## src/rtl/imm_expand_pkg.sv

```systemverilog
// Shared widths, types and helpers for the immediate expander.
// Assumes the word width is a whole number of bytes.
package imm_expand_pkg;

    parameter int WORD_W  = 32;
    parameter int BYTE_W  = 8;
    parameter int FIELD_W = 12;
    parameter int REG_W   = 4;

    localparam int LANES = WORD_W / BYTE_W;
    localparam int ROT_W = $clog2(WORD_W);

    // Encoding select values.
    typedef enum logic {
        ENC_FIXED   = 1'b0,
        ENC_COMPACT = 1'b1
    } enc_e;

    // Result of one expansion path.
    typedef struct packed {
        logic [WORD_W-1:0] value;
        logic              carry;
    } imm_res_t;

    // Rotate a word right by amt bit positions.
    function automatic logic [WORD_W-1:0] ror_word(
        input logic [WORD_W-1:0] v,
        input logic [ROT_W-1:0]  amt
    );
        logic [2*WORD_W-1:0] dbl;
        dbl = {v, v} >> amt;
        return dbl[WORD_W-1:0];
    endfunction

endpackage

```

## src/rtl/imm_field_extract.sv

```systemverilog
// Pulls the immediate fields out of the instruction word and forms the
// plain (non-rotated) immediates. Assumes fixed field positions in the
// instruction word; only widths are parameterised.
module imm_field_extract
    import imm_expand_pkg::*;
(
    input  logic [WORD_W-1:0]  insn,
    input  logic [REG_W-1:0]   reg_num,
    output logic [FIELD_W-1:0] imm12,
    output logic [WORD_W-1:0]  imm12_zext,
    output logic [WORD_W-1:0]  imm7_x4,
    output logic [WORD_W-1:0]  imm8_x4,
    output logic               reg_restricted
);

    localparam int PAD12 = WORD_W - FIELD_W;
    localparam int PAD7  = WORD_W - 9;
    localparam int PAD8  = WORD_W - 10;

    // Assemble the compact-form field from its three scattered pieces.
    always_comb begin
        imm12 = {insn[26], insn[14:12], insn[7:0]};
    end

    // Form the zero-extended and scaled immediates.
    always_comb begin
        imm12_zext = {{PAD12{1'b0}}, imm12};
        imm7_x4    = {{PAD7{1'b0}}, insn[6:0], 2'b00};
        imm8_x4    = {{PAD8{1'b0}}, insn[7:0], 2'b00};
    end

    // Flag the two register numbers rejected by many operand slots.
    always_comb begin
        reg_restricted = (reg_num == REG_W'(13)) || (reg_num == REG_W'(15));
    end

    // Restricted numbers are both odd and in the top quarter.
    always_comb begin
        if (reg_restricted) begin
            AST_REG_SCREEN: assert (reg_num[0] && (reg_num[REG_W-1:REG_W-2] == 2'b11))
                else $error("restricted flag on register %0d", reg_num);
        end
    end

endmodule

```

## src/rtl/imm_fixed_expand.sv

```systemverilog
// Fixed-width form: a byte rotated right by twice a 4-bit count.
// Assumes the rotate count field sits directly above the byte.
module imm_fixed_expand
    import imm_expand_pkg::*;
(
    input  logic [WORD_W-1:0] insn,
    input  logic              carry_in,
    output imm_res_t          res
);

    localparam int PADB = WORD_W - BYTE_W;

    logic [3:0]        rot_cnt;
    logic [ROT_W-1:0]  rot_amt;
    logic [WORD_W-1:0] base;

    // Decode the rotate amount (always even) and widen the byte.
    always_comb begin
        rot_cnt = insn[11:8];
        rot_amt = ROT_W'({rot_cnt, 1'b0});
        base    = {{PADB{1'b0}}, insn[BYTE_W-1:0]};
    end

    // Rotate and choose the carry source.
    always_comb begin
        res.value = ror_word(base, rot_amt);
        res.carry = (rot_cnt == 4'd0) ? carry_in : res.value[WORD_W-1];
    end

    // Rotation never creates or destroys set bits.
    always_comb begin
        AST_FIXED_POPCOUNT: assert ($countones(res.value) == $countones(base))
            else $error("fixed rotation changed bit count");
    end

endmodule

```

## src/rtl/imm_compact_expand.sv

```systemverilog
// Compact form: either replicates a byte across lanes, or rotates a
// byte whose top bit is forced high. Assumes the 12-bit field is
// already assembled by imm_field_extract.
module imm_compact_expand
    import imm_expand_pkg::*;
(
    input  logic [FIELD_W-1:0] imm12,
    input  logic               carry_in,
    output imm_res_t           res,
    output logic               rot_path,
    output logic               unpred
);

    localparam int PADB = WORD_W - BYTE_W;

    logic [1:0]        pat_sel;
    logic [BYTE_W-1:0] hbyte;
    logic [LANES-1:0]  lane_en;
    logic [WORD_W-1:0] repl_word;
    logic [WORD_W-1:0] rot_base;
    logic [ROT_W-1:0]  rot_amt;
    logic [WORD_W-1:0] rot_word;

    // Split the field into path select, pattern select and byte.
    always_comb begin
        rot_path = (imm12[11:10] != 2'b00);
        pat_sel  = imm12[9:8];
        hbyte    = imm12[BYTE_W-1:0];
    end

    // Per-lane enable and byte placement for the replication patterns.
    for (genvar k = 0; k < LANES; k++) begin : g_lane
        always_comb begin
            lane_en[k] = (pat_sel == 2'b11)
                       || ((pat_sel == 2'b01) && (k % 2 == 0))
                       || ((pat_sel == 2'b10) && (k % 2 == 1))
                       || ((pat_sel == 2'b00) && (k == 0));
            repl_word[k*BYTE_W +: BYTE_W] = lane_en[k] ? hbyte : '0;
        end
    end

    // Rotated path: byte with its top bit set, rotated by a 5-bit count.
    always_comb begin
        rot_base = {{PADB{1'b0}}, 1'b1, imm12[6:0]};
        rot_amt  = ROT_W'(imm12[11:7]);
        rot_word = ror_word(rot_base, rot_amt);
    end

    // Select the path and its carry source.
    always_comb begin
        if (rot_path) begin
            res.value = rot_word;
            res.carry = rot_word[WORD_W-1];
        end else begin
            res.value = repl_word;
            res.carry = carry_in;
        end
    end

    // A multi-lane pattern of a zero byte is reserved.
    always_comb begin
        unpred = !rot_path && (pat_sel != 2'b00) && (hbyte == '0);
    end

    // The rotated path always carries the forced bit plus the seven low bits.
    always_comb begin
        if (rot_path) begin
            AST_ROT_POPCOUNT: assert ($countones(res.value) == 1 + $countones(imm12[6:0]))
                else $error("compact rotation lost bits");
        end
    end

endmodule

```

## src/rtl/imm_expand_unit.sv

```systemverilog
// Top of the immediate expander: runs both encodings in parallel,
// selects one by enc_sel, and exposes the plain immediates and the
// register screen. Purely combinational; assumes known inputs.
module imm_expand_unit
    import imm_expand_pkg::*;
(
    input  logic [31:0] insn,
    input  logic        enc_sel,
    input  logic        carry_in,
    input  logic [3:0]  reg_num,
    output logic [31:0] imm32,
    output logic        carry_out,
    output logic        unpredictable,
    output logic [31:0] imm12_zext,
    output logic [31:0] imm7_x4,
    output logic [31:0] imm8_x4,
    output logic        reg_restricted
);

    logic [FIELD_W-1:0] imm12;
    imm_res_t           fixed_res;
    imm_res_t           compact_res;
    logic               compact_rot;
    logic               compact_unpred;
    enc_e               enc;

    imm_field_extract u_extract (
        .insn           (insn),
        .reg_num        (reg_num),
        .imm12          (imm12),
        .imm12_zext     (imm12_zext),
        .imm7_x4        (imm7_x4),
        .imm8_x4        (imm8_x4),
        .reg_restricted (reg_restricted)
    );

    imm_fixed_expand u_fixed (
        .insn     (insn),
        .carry_in (carry_in),
        .res      (fixed_res)
    );

    imm_compact_expand u_compact (
        .imm12    (imm12),
        .carry_in (carry_in),
        .res      (compact_res),
        .rot_path (compact_rot),
        .unpred   (compact_unpred)
    );

    // Choose the active encoding's result.
    always_comb begin
        enc = enc_e'(enc_sel);
        if (enc == ENC_COMPACT) begin
            imm32         = compact_res.value;
            carry_out     = compact_res.carry;
            unpredictable = compact_unpred;
        end else begin
            imm32         = fixed_res.value;
            carry_out     = fixed_res.carry;
            unpredictable = 1'b0;
        end
    end

    // Cross-path checks on the selected outputs.
    always_comb begin
        if (enc_sel == 1'b0 && insn[11:8] == 4'd0) begin
            AST_FIXED_PASS: assert (carry_out == carry_in && imm32 == {24'd0, insn[7:0]})
                else $error("unrotated fixed form altered value or carry");
        end
        if (enc_sel == 1'b1 && compact_rot) begin
            AST_ROT_CARRY: assert (carry_out == imm32[31])
                else $error("rotated compact carry is not bit 31");
        end
        if (enc_sel == 1'b1 && !compact_rot) begin
            AST_REPL_CARRY: assert (carry_out == carry_in)
                else $error("replication pattern altered carry");
        end
        if (unpredictable) begin
            AST_UNPRED_ZERO: assert (enc_sel == 1'b1 && imm32 == 32'd0)
                else $error("reserved flag on a nonzero or fixed-form result");
        end
    end

endmodule

```

## config.mk

```make
export PLATFORM = sky130hd
export DESIGN_NAME = imm_expand_unit
export DESIGN_NICKNAME = d
export VERILOG_FILES = /design/src/rtl/imm_expand_pkg.sv /design/src/rtl/imm_field_extract.sv /design/src/rtl/imm_fixed_expand.sv /design/src/rtl/imm_compact_expand.sv /design/src/rtl/imm_expand_unit.sv
export SDC_FILE = /design/constraint.sdc
export NUM_CORES = 1
export LEC_CHECK = 0
export BUFFER_PORTS_ARGS = -buffer_cell sky130_fd_sc_hd__clkbuf_2
export CAP_MARGIN = 40
export CORE_MARGIN = 4
export CORE_UTILIZATION = 40
export DETAILED_ROUTE_END_ITERATION = 6
export GPL_ROUTABILITY_DRIVEN = 0
export PLACE_DENSITY_LB_ADDON = 0.05
export SETUP_SLACK_MARGIN = 0.02
export SYNTH_ARGS = -nofsm -noshare
export SYNTH_HDL_FRONTEND = slang
export SYNTH_SLANG_ARGS = --single-unit
```

## constraint.sdc

```tcl
create_clock -name vclk -period 1.3
set_input_delay 0.065 -clock vclk [all_inputs]
set_output_delay 0.065 -clock vclk [all_outputs]
set_load 0.02 [all_outputs]
```

# Word level (Yosys, flattened, before mapping)
# Cells that the tools add are included.
[word_totals]
register_bits = 0
inputBits = 38
out_inout_bits = 131
[classes]
n_eq_ne = 5
shift = 2
mux = 8
n_reduce_logical = 12
[op_table]
columns = ["cell", "count"]
rows = [
  ["right shift 40 x 5 -> 32 bit", 2],
  ["two-way mux 33 bit", 1],
  ["two-way mux 32 bit", 1],
  ["two-way mux 8 bit", 3],
  ["equality test 4 bit, second input constant", 2],
  ["zero test 8 bit", 1],
  ["equality test 2 bit, second input constant", 2],
  ["zero test 4 bit", 1],
  ["logical OR 1 bit", 4],
  ["nonzero test 2 bit", 2],
  ["two-way mux 1 bit", 3],
  ["equality test 2 x 1 -> 1 bit, second input constant", 1],
  ["logical AND 1 bit", 2],
  ["zero test 2 bit", 1],
  ["zero test 1 bit", 1],
]

# Depth between registers and ports, before layout
# Gate-level depths: netlist of the first run.
[logic_depth]
word_depth = 6
depth_mapped = 7
mapped_depth_nobuf = 4

# Cells and area by module
# A second synthesis of the first run with hierarchy kept.
[hier_totals]
hier_cells = 413
area_unflattened_um2 = 3196.8
[modules_own_cells]
columns = ["mod", "n_inst", "cells_each", "area_per_inst_um2", "seq_area_each_um2"]
rows = [
  ["imm_compact_expand", 1, 165, 1132.3, 0.0],
  ["imm_field_extract", 1, 110, 820.8, 0.0],
  ["imm_fixed_expand", 1, 100, 685.7, 0.0],
  ["imm_expand_unit", 1, 38, 558.0, 0.0],
]

# Worst setup path after synthesis of the first run
# Ideal clock, no wire load.
[synth_path]
path_kind = "input port to output port"
from = "input insn[12]"
to = "output imm32[21]"
t_arrival_ns = 1.518
required_time_ns = 1.235
setup_slack_ns = -0.283
stages = 5
path_cell_list = "buf_2 -> buf_2 -> mux2i_1 -> a22oi_1 -> a311oi_1"
[synth_via]
elab_chain_cells = 5
[synth_lines]
columns = ["item", "line_no", "text"]
rows = [
  ["start: declaration", "imm_expand_unit.sv:7", "input logic [31:0] insn,"],
  ["branches (longest 3 deep; another with right shift 40 x 5 -> 32 bit)", "-", ""],
  ["two-way mux 33 bit *", "imm_compact_expand.sv:51", "if (rot_path) begin"],
  ["two-way mux 32 bit *", "imm_expand_unit.sv:54", "if (enc == ENC_COMPACT) begin"],
  ["end: declaration", "imm_expand_unit.sv:11", "output logic [31:0] imm32,"],
]
# Mark *: on every way between the ends.

# Worst setup path after layout of the first run
[layout_path]
from = "input insn[7]"
to = "output imm32[6]"
[layout_via]
elab_chain_cells = 3
[layout_lines]
columns = ["item", "line_no", "text"]
rows = [
  ["right shift 40 x 5 -> 32 bit", "imm_expand_pkg.sv:31", "dbl = {v, v} >> amt;"],
  ["two-way mux 33 bit", "imm_compact_expand.sv:51", ""],
  ["two-way mux 32 bit", "imm_expand_unit.sv:54", ""],
]
# Every way passes these cells.

==> results of run 1 <==
cells in the mapped netlist (4+ instances only):
library cell and n:
sky130_fd_sc_hd__buf_4 97, sky130_fd_sc_hd__nand2_1 33, sky130_fd_sc_hd__mux2i_1 23, sky130_fd_sc_hd__nor2_1 21, sky130_fd_sc_hd__o21ai_0 16, sky130_fd_sc_hd__clkbuf_1 12, sky130_fd_sc_hd__nor3_1 12, sky130_fd_sc_hd__a21oi_1 11
sky130_fd_sc_hd__a22oi_1 11, sky130_fd_sc_hd__a31oi_1 11, sky130_fd_sc_hd__buf_2 11, sky130_fd_sc_hd__nor2b_1 11, sky130_fd_sc_hd__nand2b_1 10, sky130_fd_sc_hd__o22ai_1 10, sky130_fd_sc_hd__nand3_1 8, sky130_fd_sc_hd__a32oi_1 7
sky130_fd_sc_hd__o211ai_1 5, sky130_fd_sc_hd__o221ai_1 5, sky130_fd_sc_hd__and3_1 4, sky130_fd_sc_hd__buf_1 4, sky130_fd_sc_hd__inv_1 4, sky130_fd_sc_hd__nand4_1 4
cell families after synthesis:
| logic type | share of synthesized area, % |
|---|---|
| buffers and inverters | 35.6 |
| multiplexers | 13.6 |
| AND/OR/NAND/NOR | 23.1 |
| AO/OA/AOI/OAI | 27.6 |
| other | 0.152 |
area by class of cell:
type | instances | area share [%]
inverters | 6 | 0.562
multi-input cells | 310 | 56.5
repair buffers | 206 | 40.7
well taps | 75 | 2.22
routing by layer:
layer	up-vias	track usage, %	wire length [um]
li1	1516	-	-
met1	1619	36.0	4560
met2	244	46.9	5380
met3	32	3.33	1080
met4	0	4.25	330
met5	-	0	0
layout by cell type (no fill, tap or decap), types with 5 or more instances in the layout:
| master | n |
|---|---|
| sky130_fd_sc_hd__buf_4 | 105 |
| sky130_fd_sc_hd__conb_1 | 69 |
| sky130_fd_sc_hd__clkbuf_2 | 49 |
| sky130_fd_sc_hd__nand2_1 | 29 |
| sky130_fd_sc_hd__buf_6 | 23 |
| sky130_fd_sc_hd__nor2_1 | 17 |
| sky130_fd_sc_hd__mux2i_4 | 10 |
| sky130_fd_sc_hd__mux2i_1 | 10 |
| sky130_fd_sc_hd__clkbuf_8 | 10 |
| sky130_fd_sc_hd__nor2b_1 | 9 |
| sky130_fd_sc_hd__nand2b_1 | 9 |
| sky130_fd_sc_hd__a21oi_2 | 8 |
| sky130_fd_sc_hd__o21ai_0 | 8 |
| sky130_fd_sc_hd__a22oi_1 | 7 |
| sky130_fd_sc_hd__a31oi_1 | 7 |
| sky130_fd_sc_hd__nand3_1 | 7 |
| sky130_fd_sc_hd__o21ai_1 | 6 |
| sky130_fd_sc_hd__nor3_2 | 6 |
| sky130_fd_sc_hd__a32oi_1 | 6 |
| sky130_fd_sc_hd__buf_12 | 6 |
| sky130_fd_sc_hd__o211ai_1 | 5 |
| sky130_fd_sc_hd__nor3_1 | 5 |
stage by stage:
| step | instances | util, % | setup TNS (ns) | hold slack, ns |
|---|---|---|---|---|
| 2_1_floorplan | 441 | - | -0.327 | 0.243 |
| 4_1_cts | 586 | 64.6 | -3.38 | 0.406 |
| 6_report | 597 | 71.1 | -3.69 | 0.412 |
| 3_3_place_gp | 580 | 56.2 | -7.73 | 0.409 |
| 5_1_grt | 597 | 71.1 | -5.19 | 0.415 |
| 3_5_place_dp | 580 | 56.2 | -7.93 | 0.409 |
power by group:
group / leakage [nW] / internal, mW / switching, mW
Clock: 0 / 0 / 0
Combinational: 1.95 / 0.807 / 1.09
Sequential: 0 / 0 / 0
final timing paths:
path / start / end / slack, ns / cells past startpoint
worst max-delay path: insn[7] / imm32[6] / -0.28 / 5
worst min-delay path: insn[7] / imm8_x4[9] / 0.41 / 2
what timing repair did:
item                                    4_1_cts  5_1_grt
buffers inserted                              5       12
gates resized for setup                      96       90
cloned                                        1        0
hold endpoints to repair                      0        0
endpoints found under the setup margin       34       34
pin swaps                                    12       24
==> metrics, run 1 <==
Synth Instances=373; leakage power=1.95 nW; combined global-route utilization of all metal layers=26.9%; Slew Limit Fails=0; portion of the clock cycle consumed by the worst path in the final layout=121%; cells traversed along the worst timing path=clkbuf_16 -> mux4_2 -> a22o_4 -> a221o_1 -> clkbuf_8; via count of the routed design=3,411; number of distinct standard cells referenced by the synthesized netlist=53; dpl hpwl=8.16 mm; number of sequential cells in the layout=0; final routed wirelength across all metal layers=11.3 mm; post-layout worst setup margin=-0.276 ns; Multi-input gate area=2390 um2; Period minus WS final=1.58 ns; violations in the final reports=negative setup slack; number of rows in the core area=28; slowest stage cell on the critical path=sky130_fd_sc_hd__mux4_2; Routed wire per std cell=19.0 um; CP Max Fanout=5; total chip power=1.90 mW; Avg Inst Size Synth=6.60 um2; number of nets with antenna violations after routing=0; total placed instance area=3350 um2; Clock Buffer Count=0; die boundary height=86.5 um; vias per std cell=5.71; Antenna Diode Count=0; Largest stage delay, worst path=0.53 ns; class of the tightest hold or removal check=in -> out; max_cap viols=0; count of hold buffers inserted by post-cts repair=0; status=complete, but fails checks; final-report hold violation count=0; number of nets in the final layout=562; pin count of the biggest net entering global routing=22; Port Buffers=83; Detailed Route Iter0 Violations=345; launching element type of the critical path=input pin; fill cell total of the finished layout=480; finished layout cell area=4230 um2; peak supply drop=0.000245 V; Buffers & Inverters on Critical Path=2; iteration count of the initial detailed-routing pass=5; number of global-route vias before repair=3,020; power density over cell area=449 nW/um2; unrepaired setup endpoints after global routing=yes; Ports=169; remaining routing DRC violations=0; largest delay contributor family on the critical path=compound AO/OA/AOI/OAI gates; Die Area=7480 um2; dominant cells by area after synthesis=sky130_fd_sc_hd__buf_4 30%, sky130_fd_sc_hd__mux2i_1 9.3%, sky130_fd_sc_hd__nand2_1 5.0%; Layout area overhead=71.8%; share of the synthesized area in the top cell type=29.6%; maximum operating frequency=0.635 GHz; antenna violations before repair=0; worst setup path category=in -> out; Data required, critical path=1.24 ns; Seq/Total Area, Yosys=0%; total overflow reported by the global router=0; share of post-route cells with drive strength above 1=56.1%; cell taking the most area after synthesis=sky130_fd_sc_hd__buf_4; footprint of the flip-flops and latches=0 um2; post-synthesis cell area=2460 um2; Die Wd=86.5 um; setup violators final=28; placement-stage worst setup slack=-0.418 ns; initial core utilization=41.4%; core footprint=5960 um2; type of element capturing the critical path=output pin; Yosys warnings=0; global-route wire length before repair=16.2 mm; critical path data arrival time=1.51 ns
No activity file was read; power rests on OpenSTA's default activity.
==> inputs of run 2 (changes only) <==
==> constraint.sdc (replaced) <==
create_clock -name vclk -period 1.3
set_input_delay 0.26 -clock vclk [all_inputs]
set_output_delay 0.26 -clock vclk [all_outputs]
set_load 0.02 [all_outputs]
==> metrics, run 2 (synthesized netlist as in run 1, its figures left out) <==
total chip power=2.06 mW (+8.2%); post-layout worst setup margin=-0.671 ns (-0.395 ns); worst setup path category=in -> out; total placed instance area=3790 um2 (+13%); Data required, critical path=1.04 ns (-0.20 ns); portion of the clock cycle consumed by the worst path in the final layout=152% (+30 points); Antenna Diode Count=0 (unchanged); iteration count of the initial detailed-routing pass=5 (unchanged); Die Wd=86.5 um (unchanged); maximum operating frequency=0.507 GHz (-20%); footprint of the flip-flops and latches=0 um2 (unchanged); most frequent standard cell in the layout excluding fill and tap cells=sky130_fd_sc_hd__buf_4; number of nets in the final layout=582 (+3.6%); launching element type of the critical path=input pin; setup violators final=34 (+21%); Die Area=7480 um2 (unchanged); pin count of the biggest net entering global routing=18 (-18%); number of global-route vias before repair=3,290 (+8.9%); worst hold margin=0.839 ns (+0.427 ns); violations in the final reports=negative setup slack; Placed Instances=606 (+4.5%); Ports=169 (unchanged); Port Buffers=83 (unchanged); number of nets with antenna violations after routing=0 (unchanged); power density over cell area=447 nW/um2 (-0.58%); status=complete, but fails checks; die boundary height=86.5 um (unchanged); Detailed Route Iter0 Violations=374 (+8.4%); max_cap viols=0 (unchanged); global-route wire length before repair=17.5 mm (+7.7%); antenna violations before repair=0 (unchanged); Layout area overhead=87.0%; count of hold buffers inserted by post-cts repair=0 (unchanged); Slew Limit Fails=0 (unchanged); total overflow reported by the global router=0 (unchanged); Period minus WS final=1.97 ns (+0.395 ns); remaining routing DRC violations=0 (unchanged); Clock Buffer Count=0 (unchanged); fill cell total of the finished layout=449 (-6.5%); Post-Layout Cell Count=617 (+3.4%); class of the tightest hold or removal check=in -> out; CP Max Fanout=6 (+1); finished layout cell area=4610 um2 (+8.9%); Routed wire per std cell=18.7 um (-1.4%); share of post-route cells with drive strength above 1=62.9% (+6.8 points); final routed wirelength across all metal layers=11.6 mm (+1.9%); dpl hpwl=8.91 mm (+9.2%); critical path data arrival time=1.71 ns (+0.20 ns); Final Core Density=77.4% (+6.3 points); core footprint=5960 um2 (unchanged); initial core utilization=41.4% (unchanged); peak supply drop=0.000301 V (+23%); leakage power=2.10 nW (+7.7%); vias per std cell=5.56 (-2.7%); final-report hold violation count=0 (unchanged); number of rows in the core area=28 (unchanged); number of sequential cells in the layout=0 (unchanged); via count of the routed design=3,431 (+0.59%); combined global-route utilization of all metal layers=29.4% (+2.5 points); unrepaired setup endpoints after global routing=yes; type of element capturing the critical path=output pin; most used cells in the layout excluding fill and tap cells=123 x sky130_fd_sc_hd__buf_4, 69 x sky130_fd_sc_hd__conb_1, 43 x sky130_fd_sc_hd__clkbuf_2, 29 x sky130_fd_sc_hd__buf_6, 25 x sky130_fd_sc_hd__nand2_1
-- run 2: cell count changes in the layout (fill, tap and decap cells not counted), moves of 4 or more --
| cell | delta |
|---|---|
| sky130_fd_sc_hd__mux2i_1 | -5 |
| sky130_fd_sc_hd__buf_8 | +4 |
| sky130_fd_sc_hd__clkbuf_2 | -6 |
| sky130_fd_sc_hd__nand2_2 | +4 |
| sky130_fd_sc_hd__nand2_1 | -4 |
| sky130_fd_sc_hd__buf_6 | +6 |
| sky130_fd_sc_hd__mux2i_2 | +4 |
| sky130_fd_sc_hd__buf_4 | +18 |
| sky130_fd_sc_hd__o22ai_2 | +5 |
-- run 2: final cells by class --
type,count,area (um2),area share (%)
well taps,75,93.8,2.04
multi-input cells,310,2540,55.1
inverters,6,27.5,0.597
repair buffers,226,1950,42.3
-- run 2: worst max-delay path, stage by stage --
cell,delay (ns)
sky130_fd_sc_hd__clkbuf_16,0.13
sky130_fd_sc_hd__mux4_2,0.53
sky130_fd_sc_hd__a22o_4,0.30
sky130_fd_sc_hd__a221o_1,0.34
sky130_fd_sc_hd__clkbuf_8,0.16
-- run 2: metal layers --
layer | part of all wire, % | routed length [um] | global-route usage [%]
met5 | 0 | 0 | 0
met4 | 3.7 | 433 | 10.1
met3 | 9.9 | 1150 | 2.38
met2 | 48 | 5590 | 49.7
met1 | 38 | 4390 | 39.2
-- run 2: per-stage QoR --
stage / setup TNS, ns / setup WS, ns
2_1_floorplan: -8.08 / -0.512
3_3_place_gp: -21.01 / -0.756
3_5_place_dp: -21.78 / -0.804
4_1_cts: -17.51 / -0.640
5_1_grt: -19.62 / -0.729
6_report: -17.96 / -0.671
-- run 2: worst paths after layout --
path	cells past startpoint	endpoint	startpoint
worst max-delay path	5	imm32[6]	insn[7]
worst min-delay path	2	imm12_zext[0]	insn[0]
-- run 2: repair_timing --
action / 4_1_cts / 5_1_grt
cloned: 1 / 0
gates resized for setup: 122 / 63
pin swaps: 29 / 16
hold endpoints to repair: 0 / 0
setup endpoints to repair: 34 / 34
setup buffers: 8 / 5
-- run 2: where the power goes --
group	switching, mW	internal (mW)	total [mW]
Clock	0	0	0
Sequential	0	0	0
Combinational	1.15	0.908	2.06
